$ cat src/rtl/vfm_pkg.sv
package vfm_pkg;
  localparam int WORD_W = 16;
  localparam int BIT_W  = $clog2(WORD_W);
  localparam int BYTE_W = WORD_W / 2;

  typedef logic [WORD_W-1:0] word_t;

  // control word: bit 14 read flag, bits 13:11 address, bits 7:0 data
  function automatic logic ctl_read(input word_t w);
    return w[14];
  endfunction

  function automatic logic [2:0] ctl_addr(input word_t w);
    return w[13:11];
  endfunction

  function automatic logic [BYTE_W-1:0] ctl_data(input word_t w);
    return w[BYTE_W-1:0];
  endfunction

  // serial bit for a given offset in the word, MSB first
  function automatic logic tx_bit(input word_t w, input logic [BIT_W-1:0] off);
    return w[BIT_W'(WORD_W-1) - off];
  endfunction
endpackage

$ cat src/rtl/vfm_bitclk.sv
module vfm_bitclk #(
  parameter int HALF_DIV = 1,
  parameter int SLOT_W   = 8
) (
  input  logic              clk,
  input  logic              rst_n,
  input  logic              run,
  output logic              sclk,
  output logic              rise_ev,
  output logic              fall_ev,
  output logic [SLOT_W-1:0] slot,
  output logic [SLOT_W-1:0] nslot
);
  localparam int DW = (HALF_DIV > 1) ? $clog2(HALF_DIV) : 1;

  logic [DW-1:0] div_q;
  logic          tick;

  assign tick    = run && (div_q == DW'(HALF_DIV - 1));
  assign rise_ev = tick && !sclk;
  assign fall_ev = tick && sclk;
  assign nslot   = slot + 1'b1;

  always_ff @(posedge clk) begin
    if (!rst_n || !run) begin
      div_q <= '0;
      sclk  <= 1'b0;
      slot  <= '1;
    end else begin
      div_q <= tick ? '0 : div_q + 1'b1;
      if (tick)    sclk <= ~sclk;
      if (rise_ev) slot <= nslot;
    end
  end

  p_half_period_r2: assert property (@(posedge clk) disable iff (!rst_n)
    rise_ev |=> sclk);
endmodule

$ cat src/rtl/vfm_cfg.sv
module vfm_cfg
  import vfm_pkg::*;
#(
  parameter int N_REGS = 4,
  parameter int ADDR_W = 3
) (
  input  logic                     clk,
  input  logic                     rst_n,
  input  logic                     wr_fire,
  input  word_t                    wr_word,
  input  logic [ADDR_W-1:0]        rd_addr,
  output logic [BYTE_W-1:0]        rd_byte,
  output logic [N_REGS*BYTE_W-1:0] cfg_flat
);
  localparam int IDX_W = (N_REGS > 1) ? $clog2(N_REGS) : 1;

  for (genvar i = 0; i < N_REGS; i++) begin : g_reg
    logic [BYTE_W-1:0] q;
    logic              hit;
    assign hit = wr_fire && !ctl_read(wr_word) && (ctl_addr(wr_word) == ADDR_W'(i));
    always_ff @(posedge clk) begin
      if (!rst_n)   q <= '0;
      else if (hit) q <= ctl_data(wr_word);
    end
    assign cfg_flat[i*BYTE_W +: BYTE_W] = q;
  end

  logic [IDX_W-1:0] rd_idx;
  assign rd_idx  = rd_addr[IDX_W-1:0];
  assign rd_byte = (int'(rd_addr) < N_REGS) ? cfg_flat[rd_idx*BYTE_W +: BYTE_W] : '0;

  p_oob_write_r7: assert property (@(posedge clk) disable iff (!rst_n)
    (wr_fire && int'(ctl_addr(wr_word)) >= N_REGS) |=> $stable(cfg_flat));
endmodule

$ cat src/rtl/vfm_frame.sv
module vfm_frame
  import vfm_pkg::*;
#(
  parameter int SLOT_W   = 8,
  parameter int SEC_SLOT = 128
) (
  input  logic              clk,
  input  logic              rst_n,
  input  logic              run,
  input  logic              mode_sub,
  input  logic              rise_ev,
  input  logic              fall_ev,
  input  logic [SLOT_W-1:0] slot,
  input  logic [SLOT_W-1:0] nslot,
  input  word_t             adc_word,
  input  logic              sdin,
  input  logic [BYTE_W-1:0] rd_byte,
  output logic              fsync,
  output logic              sdout,
  output word_t             dac_word,
  output logic              rx_valid,
  output logic              wr_fire,
  output word_t             wr_word,
  output logic [2:0]        rd_addr
);
  localparam logic [SLOT_W-1:0] SEC_AT  = SLOT_W'(SEC_SLOT);
  localparam logic [SLOT_W-1:0] LAST    = SLOT_W'(WORD_W - 1);
  localparam logic [SLOT_W-1:0] TURN    = SLOT_W'(BYTE_W);
  localparam logic [SLOT_W-1:0] WLEN    = SLOT_W'(WORD_W);

  logic              pri_act, sec_act, sec_pend;
  word_t             tx_word;
  logic [WORD_W-2:0] rx_sh;
  logic [SLOT_W-1:0] base, off_r, off_n;
  word_t             hi_word, word_done;
  logic [BYTE_W-1:0] rd_now;
  logic              in_word, word_end;

  assign base      = sec_act ? SEC_AT : '0;
  assign off_r     = slot - base;
  assign off_n     = nslot - base;
  assign in_word   = pri_act || sec_act;
  assign word_end  = fall_ev && in_word && (off_r == LAST);
  assign word_done = {rx_sh, sdin};
  assign hi_word   = {rx_sh[BYTE_W-1:0], {BYTE_W{1'b0}}};
  assign rd_addr   = ctl_addr(hi_word);
  assign rd_now    = ctl_read(hi_word) ? rd_byte : '0;
  assign wr_fire   = word_end && sec_act;
  assign wr_word   = word_done;

  always_ff @(posedge clk) begin
    if (!rst_n) dac_word <= '0;
    else if (word_end && pri_act) dac_word <= word_done;
  end

  always_ff @(posedge clk) begin
    if (!rst_n || !run) begin
      fsync <= 1'b0; sdout <= 1'b0; rx_valid <= 1'b0;
      pri_act <= 1'b0; sec_act <= 1'b0; sec_pend <= 1'b0;
      tx_word <= '0; rx_sh <= '0;
    end else begin
      rx_valid <= 1'b0;
      if (rise_ev) begin
        if (nslot == '0) begin
          fsync <= 1'b1; pri_act <= 1'b1; rx_sh <= '0;
          tx_word <= adc_word; sdout <= adc_word[WORD_W-1];
        end else if (nslot == SEC_AT && sec_pend) begin
          fsync <= 1'b1; sec_act <= 1'b1; rx_sh <= '0;
          tx_word <= '0; sdout <= 1'b0;
        end else begin
          fsync <= 1'b0;
          if (in_word && off_n < WLEN) begin
            if (sec_act && off_n == TURN) begin
              sdout <= rd_now[BYTE_W-1];
              tx_word[BYTE_W-1:0] <= rd_now;
            end else begin
              sdout <= tx_bit(tx_word, off_n[BIT_W-1:0]);
            end
          end else begin
            sdout <= 1'b0;
          end
        end
      end
      if (fall_ev && in_word) begin
        rx_sh <= word_done[WORD_W-2:0];
        if (off_r == LAST) begin
          if (pri_act) begin
            pri_act  <= 1'b0;
            rx_valid <= 1'b1;
            sec_pend <= mode_sub && word_done[0];
          end else begin
            sec_act  <= 1'b0;
            sec_pend <= 1'b0;
          end
        end
      end
    end
  end

  p_fs_on_rise_r3: assert property (@(posedge clk) disable iff (!rst_n)
    $rose(fsync) |-> $past(rise_ev));
  p_fs_one_bclk_r3: assert property (@(posedge clk) disable iff (!rst_n)
    (fsync && rise_ev) |=> !fsync);
  p_valid_single_r5: assert property (@(posedge clk) disable iff (!rst_n)
    rx_valid |=> !rx_valid);
  p_ctl_silent_r8: assert property (@(posedge clk) disable iff (!rst_n)
    wr_fire |=> (!rx_valid && $stable(dac_word)));
endmodule

$ cat src/rtl/voice_frame_master.sv
module voice_frame_master
  import vfm_pkg::*;
#(
  parameter int HALF_DIV   = 1,
  parameter int FRAME_BITS = 256,
  parameter int SEC_SLOT   = 128,
  parameter int N_REGS     = 4
) (
  input  logic                     clk,
  input  logic                     rst_n,
  input  logic                     pwrdn_n,
  input  logic                     mode_sub,
  input  logic [WORD_W-1:0]        adc_word,
  input  logic                     sdin,
  output logic                     sclk,
  output logic                     fsync,
  output logic                     sdout,
  output logic [WORD_W-1:0]        dac_word,
  output logic                     rx_valid,
  output logic [N_REGS*BYTE_W-1:0] cfg_flat
);
  localparam int SLOT_W = $clog2(FRAME_BITS);

  logic              rise_ev, fall_ev, wr_fire;
  logic [SLOT_W-1:0] slot, nslot;
  logic [BYTE_W-1:0] rd_byte;
  logic [2:0]        rd_addr;
  word_t             wr_word;

  vfm_bitclk #(.HALF_DIV(HALF_DIV), .SLOT_W(SLOT_W)) u_bitclk (
    .clk(clk), .rst_n(rst_n), .run(pwrdn_n), .sclk(sclk),
    .rise_ev(rise_ev), .fall_ev(fall_ev), .slot(slot), .nslot(nslot));

  vfm_frame #(.SLOT_W(SLOT_W), .SEC_SLOT(SEC_SLOT)) u_frame (
    .clk(clk), .rst_n(rst_n), .run(pwrdn_n), .mode_sub(mode_sub),
    .rise_ev(rise_ev), .fall_ev(fall_ev), .slot(slot), .nslot(nslot),
    .adc_word(adc_word), .sdin(sdin), .rd_byte(rd_byte),
    .fsync(fsync), .sdout(sdout), .dac_word(dac_word), .rx_valid(rx_valid),
    .wr_fire(wr_fire), .wr_word(wr_word), .rd_addr(rd_addr));

  vfm_cfg #(.N_REGS(N_REGS), .ADDR_W(3)) u_cfg (
    .clk(clk), .rst_n(rst_n), .wr_fire(wr_fire), .wr_word(wr_word),
    .rd_addr(rd_addr), .rd_byte(rd_byte), .cfg_flat(cfg_flat));

  p_pd_quiet_r9: assert property (@(posedge clk) disable iff (!rst_n)
    !pwrdn_n |=> (!sclk && !fsync && !sdout && !rx_valid && $stable(cfg_flat)));
endmodule

$ cat config.mk
export PLATFORM = sky130hd
export DESIGN_NAME = voice_frame_master
export DESIGN_NICKNAME = d
export VERILOG_FILES = /design/src/rtl/vfm_pkg.sv /design/src/rtl/vfm_bitclk.sv /design/src/rtl/vfm_cfg.sv /design/src/rtl/vfm_frame.sv /design/src/rtl/voice_frame_master.sv
export SDC_FILE = /design/constraint.sdc
export NUM_CORES = 1
export LEC_CHECK = 0
export ABC_AREA = 0
export BUFFER_PORTS_ARGS = -buffer_cell sky130_fd_sc_hd__buf_2
export CORE_UTILIZATION = 57
export CTS_BUF_LIST = sky130_fd_sc_hd__clkbuf_4 sky130_fd_sc_hd__clkbuf_8 sky130_fd_sc_hd__clkbuf_16
export DETAILED_ROUTE_END_ITERATION = 8
export HOLD_SLACK_MARGIN = 0.03
export PLACE_DENSITY = 0.8
export RECOVER_POWER = 100
export SYNTH_ARGS = -nofsm -noshare
export SYNTH_HDL_FRONTEND = slang
export SYNTH_SLANG_ARGS = --single-unit
$ cat constraint.sdc
create_clock -name clk -period 2.3 [get_ports clk]
set_input_delay 0 -clock clk [delete_from_list [all_inputs] [get_ports clk]]
set_output_delay 0 -clock clk [all_outputs]
set_load 0.02 [all_outputs]
==> impl_results.md <==
- Run status: finished clean
- Non-filler cells, final: just over 700
- Data arrival time at the worst-slack endpoint: between 2 and 2.5 ns
- Sinks on the clock net: 95
- Proportion of layout cells with a drive suffix above 1: 15.0%
- Final count of negative-setup-slack endpoints: 0
- Start-to-end type of the worst setup path: flip-flop to flip-flop
- Remaining Overflow, GRT: 0
- Clock slew at reported path FFs: roughly 0.090 ns
- Number of buffers between clock root and the deepest sink: 2
- Most used flip-flop cell after synthesis: sky130_fd_sc_hd__dfxtp_1
- Total number of nets in the final design: 637
- Busiest layer in global routing: met2
- Routed length per placed instance: about 18 µm
- CP max stage cell: sky130_fd_sc_hd__ha_1
- Fin Clk Skew: between 0.008 and 0.009 ns
- Antenna diode count: 0
- Io pins: 73
- Initial antenna violation count: 0
- Critical path endpoint category: flip-flop
- Detailed-route DRC error count: 0
- Per-cell via count in the routed design: roughly 6.3
- Power per cell area: roughly 620 nW/µm²
- Synthesized instance count: approximately 540
- Average cell area after synthesis: roughly 8.7 µm²
- Endpoint of the lowest-slack register-to-register path: u_frame.sdout$_SDFFE_PP0P_
- Port-buffer cells: 72
- Number of buffers inserted during clock tree synthesis: 9
- Family of cells with the greatest summed delay on the critical path: compound AO/OA/AOI/OAI gates
- Synth Net Count: ~570
- Global routing met2 resource utilization: around half
- Crit path time final: 2.21 ns
- HP Class: input pin to flip-flop
- Distinct cell type count of the synthesized netlist: 56
- Die X: 93.1 µm
- Total wire length: between 10 and 15 mm
- Met1 usage in global routing: between 40% and 50%
- Cell Rows: 32
- Worst Max-Slew Pin Slew: between 0.9 and 1 ns
- # H-tree levels: 3
- Peak per-stage delay on the critical path: about 0.47 ns
- Peak clock frequency supported by timing: approximately 450 MHz
- Element type at the critical path start: flip-flop
- WP buf/inv: 0
- Number of optimization iterations in the first detailed-route pass: 5
- Floorplan core area: ~8000 µm²
- Data required, critical path: around 2.5 ns
- Max-slew headroom at the worst pin: a little under 40%
- Clock root buffer master: sky130_fd_sc_hd__clkbuf_8
- Post-detailed-route count of antenna-violating nets: 0
- Clock network latency to the later pin of the worst-skew pair: 0.37 ns
- MaxCap Viol Count: 0
- Iteration-0 DRC Markers: 343
- Starting utilization of the core area: about 60%
- Post-synth design cell area: 4730 µm²
- TritonCTS clock tree: built
- Layout overhead on the synthesized area: 17.5%
- Area enclosed by the die boundary: ~8700 µm²
- Cell types occupying the most area after synthesis: sky130_fd_sc_hd__dfxtp_1 (40%), sky130_fd_sc_hd__a21boi_0 (7.6%), sky130_fd_sc_hd__mux4_2 (6.2%)
- Cell breakdown of the critical path: ha_1 > mux4_2 > mux2i_1 > o32ai_1 > a2111oi_1 > o32ai_1
- FFs w/ async S/R, synth: 0%
- Die height: 93.1 µm
- Fraction of post-synthesis cell area in the top cell type by area: roughly 40%
- Routability-driven placement congestion ratio: approximately 0.9
- Number of hold-slack violations in the final timing report: 0
- Fill cell total of the finished layout: roughly 630
- Detail Placement HPWL: about 8.6 mm
- Worst hold slack after final layout: 0.0973 ns
- Final critical-path setup slack: around 0.095 ns
- Critical hold path startpoint: mode_sub
- Number of cells on the worst hold path: 4
- Synth Register Bits: 95
- Standby leakage power: 1.82 nW
- Largest net degree at the start of global routing: 38
- Total number of vias: roughly 4,500
- Global-route wire length before repair: about 21 mm
- Yosys warnings: 0
- Sequential share of the synthesized area: between 40 and 50%
- Number of global-route vias before repair: around 4,200
- Final Max Tran Viols: 0
- Hold Crit Endpoint: u_frame.sec_pend$_SDFFE_PP0P_
- Max VDD drop: between 400 and 500 µV
- Logic depth of the worst register-to-register path: 6
- Final core occ: 70.6%
- Global router's overall resource usage: 30.7%
- Most used cell along the critical path: sky130_fd_sc_hd__o32ai_1
- Number of synthesized flops with an enable pin: 0
- Cells after DPL: between 600 and 700
- Leading area contributor after synthesis: sky130_fd_sc_hd__dfxtp_1
- Met3 demand-to-capacity share in global routing: 6.02%
- Post-route clock period utilization: a little over nine tenths
- Critical-path maximum fanout: 8
- Placement-stage worst setup slack: between 0.005 and 0.006 ns
- FF-to-FF setup slack: about 0.095 ns
- Reg-to-reg critical path startpoint: u_bitclk.slot[1]$_SDFFE_PP1P_
==> worst max-delay path by stage <==
stage / startpoint / to / slack, ns / cells past startpoint
after floorplan: u_bitclk.slot[0]$_SDFFE_PP1P_ / u_frame.sdout$_SDFFE_PP0P_ / 0.20 / 8
after global placement: u_bitclk.slot[1]$_SDFFE_PP1P_ / u_frame.sdout$_SDFFE_PP0P_ / 0.10 / 6
after detailed placement: u_bitclk.slot[1]$_SDFFE_PP1P_ / u_frame.sdout$_SDFFE_PP0P_ / 0.005 / 6
after CTS: u_bitclk.slot[1]$_SDFFE_PP1P_ / u_frame.sdout$_SDFFE_PP0P_ / 0.009 / 6
after global routing: u_bitclk.slot[0]$_SDFFE_PP1P_ / u_frame.tx_word[0]$_SDFFE_PP0P_ / -0.0005 / 7
final: u_bitclk.slot[1]$_SDFFE_PP1P_ / u_frame.sdout$_SDFFE_PP0P_ / 0.09 / 6
==> logic make-up (layout without fill, tap and decap cells) <==
logic type | after synthesis | count (layout) | share of synthesized area [%]
compound gates | 182 | 182 | 26.2
buf+inv | 62 | 138 | 5.79
mux | 17 | 17 | 7.37
simple gates | 177 | 177 | 18.6
xor+xnor | 7 | 7 | 1.29
other cells | 1 | 1 | 0.0792
fa+ha+maj | 2 | 2 | 0.528
flops | 95 | 95 | 40.2
==> layout by cell type, fill, tap and decap left out, types with 8 or more instances in the layout <==
| master | instances |
|---|---|
| sky130_fd_sc_hd__a221oi_1 | 8 |
| sky130_fd_sc_hd__a311oi_1 | 9 |
| sky130_fd_sc_hd__o211ai_1 | 23 |
| sky130_fd_sc_hd__nand2_1 | 75 |
| sky130_fd_sc_hd__clkbuf_1 | 53 |
| sky130_fd_sc_hd__o21ai_0 | 46 |
| sky130_fd_sc_hd__nor2_1 | 9 |
| sky130_fd_sc_hd__mux4_2 | 13 |
| sky130_fd_sc_hd__clkbuf_8 | 10 |
| sky130_fd_sc_hd__a21oi_1 | 30 |
| sky130_fd_sc_hd__buf_4 | 27 |
| sky130_fd_sc_hd__nand3_1 | 51 |
| sky130_fd_sc_hd__dfxtp_1 | 92 |
| sky130_fd_sc_hd__buf_2 | 20 |
| sky130_fd_sc_hd__a21boi_0 | 48 |
| sky130_fd_sc_hd__dlygate4sd3_1 | 18 |
==> through the flow <==
step | TNS, ns | power [mW] | cell area (µm²)
after CTS | 0 | 3.45 | 5630
after detailed placement | 0 | 2.08 | 5190
after global routing | -0.000472 | 3.57 | 5570
after floorplan | 0 | 1.99 | 4730
after global placement | 0 | 2.07 | 5190
final | 0 | 3.45 | 5570
==> flip-flops by register name, summed over array words and instances, names as in the netlist <==
register,cells
u_frame.rx_sh,15
u_frame.fsync,1
u_frame.pri_act,1
u_frame.sdout,1
u_frame.sec_act,1
u_frame.rx_valid,1
u_frame.dac_word,16
u_frame.sec_pend,1
u_bitclk.div_q,1
u_bitclk.slot,8
u_frame.tx_word,16
u_cfg.g.q,32
u_bitclk.sclk,1
==> synthesized netlist by cell type (3+ instances only) <==
| cell type | count |
|---|---|
| sky130_fd_sc_hd__dfxtp_1 | 95 |
| sky130_fd_sc_hd__nand2_1 | 75 |
| sky130_fd_sc_hd__nand3_1 | 51 |
| sky130_fd_sc_hd__a21boi_0 | 48 |
| sky130_fd_sc_hd__o21ai_0 | 46 |
| sky130_fd_sc_hd__clkbuf_1 | 42 |
| sky130_fd_sc_hd__a21oi_1 | 30 |
| sky130_fd_sc_hd__o211ai_1 | 23 |
| sky130_fd_sc_hd__mux4_2 | 13 |
| sky130_fd_sc_hd__a311oi_1 | 9 |
| sky130_fd_sc_hd__nor2_1 | 9 |
| sky130_fd_sc_hd__a221oi_1 | 8 |
| sky130_fd_sc_hd__and3_1 | 7 |
| sky130_fd_sc_hd__buf_1 | 6 |
| sky130_fd_sc_hd__buf_2 | 6 |
| sky130_fd_sc_hd__and2_1 | 5 |
| sky130_fd_sc_hd__nor2b_1 | 5 |
| sky130_fd_sc_hd__nor3_1 | 5 |
| sky130_fd_sc_hd__xnor2_1 | 5 |
| sky130_fd_sc_hd__buf_4 | 3 |
| sky130_fd_sc_hd__buf_6 | 3 |
| sky130_fd_sc_hd__mux2i_1 | 3 |
| sky130_fd_sc_hd__nand3b_1 | 3 |
==> per-layer routing <==
| metal | share of wire, % | wire, µm | up-vias |
|---|---|---|---|
| met5 | 0 | 0 | - |
| met4 | 2.3 | 296 | 0 |
| met3 | 6.2 | 801 | 26 |
| met2 | 48 | 6190 | 190 |
| met1 | 43 | 5540 | 2176 |
| li1 | - | - | 2121 |
==> worst reg2reg max path: stages, from the launching register on <==
cell and delay, ns:
sky130_fd_sc_hd__dfxtp_2 0.37, sky130_fd_sc_hd__ha_1 0.47, sky130_fd_sc_hd__mux4_2 0.37, sky130_fd_sc_hd__mux2i_1 0.15, sky130_fd_sc_hd__o32ai_1 0.09, sky130_fd_sc_hd__a2111oi_1 0.45, sky130_fd_sc_hd__o32ai_1 0.16
==> final cells by class <==
type / count / area [µm²] / share of cell area, %
clock buffer: 10 / 138 / 2.47
clock inverter: 6 / 115 / 2.07
inverter: 2 / 7.51 / 0.135
tap: 102 / 128 / 2.29
sequential: 95 / 1910 / 34.2
multi-input combinational: 386 / 2560 / 46.1
timing repair buffer: 120 / 707 / 12.7
==> power breakdown <==
part / switching [mW] / total, mW / internal [mW] / leakage [nW]
combinational: 0.241 / 0.401 / 0.160 / 0.927
clock: 0.616 / 1.38 / 0.760 / 0.124
sequential: 0.0188 / 1.68 / 1.66 / 0.765
total: 0.875 / 3.45 / 2.58 / 1.82
==> repair_timing <==
action                                  in CTS  in global routing
resized for setup                            0                  7
setup buffers                                0                  0
endpoints found under the setup margin       0                 45
hold buffers                                18                  0
hold endpoints to repair                    33                  0
Power figures use the tool's default switching activity.
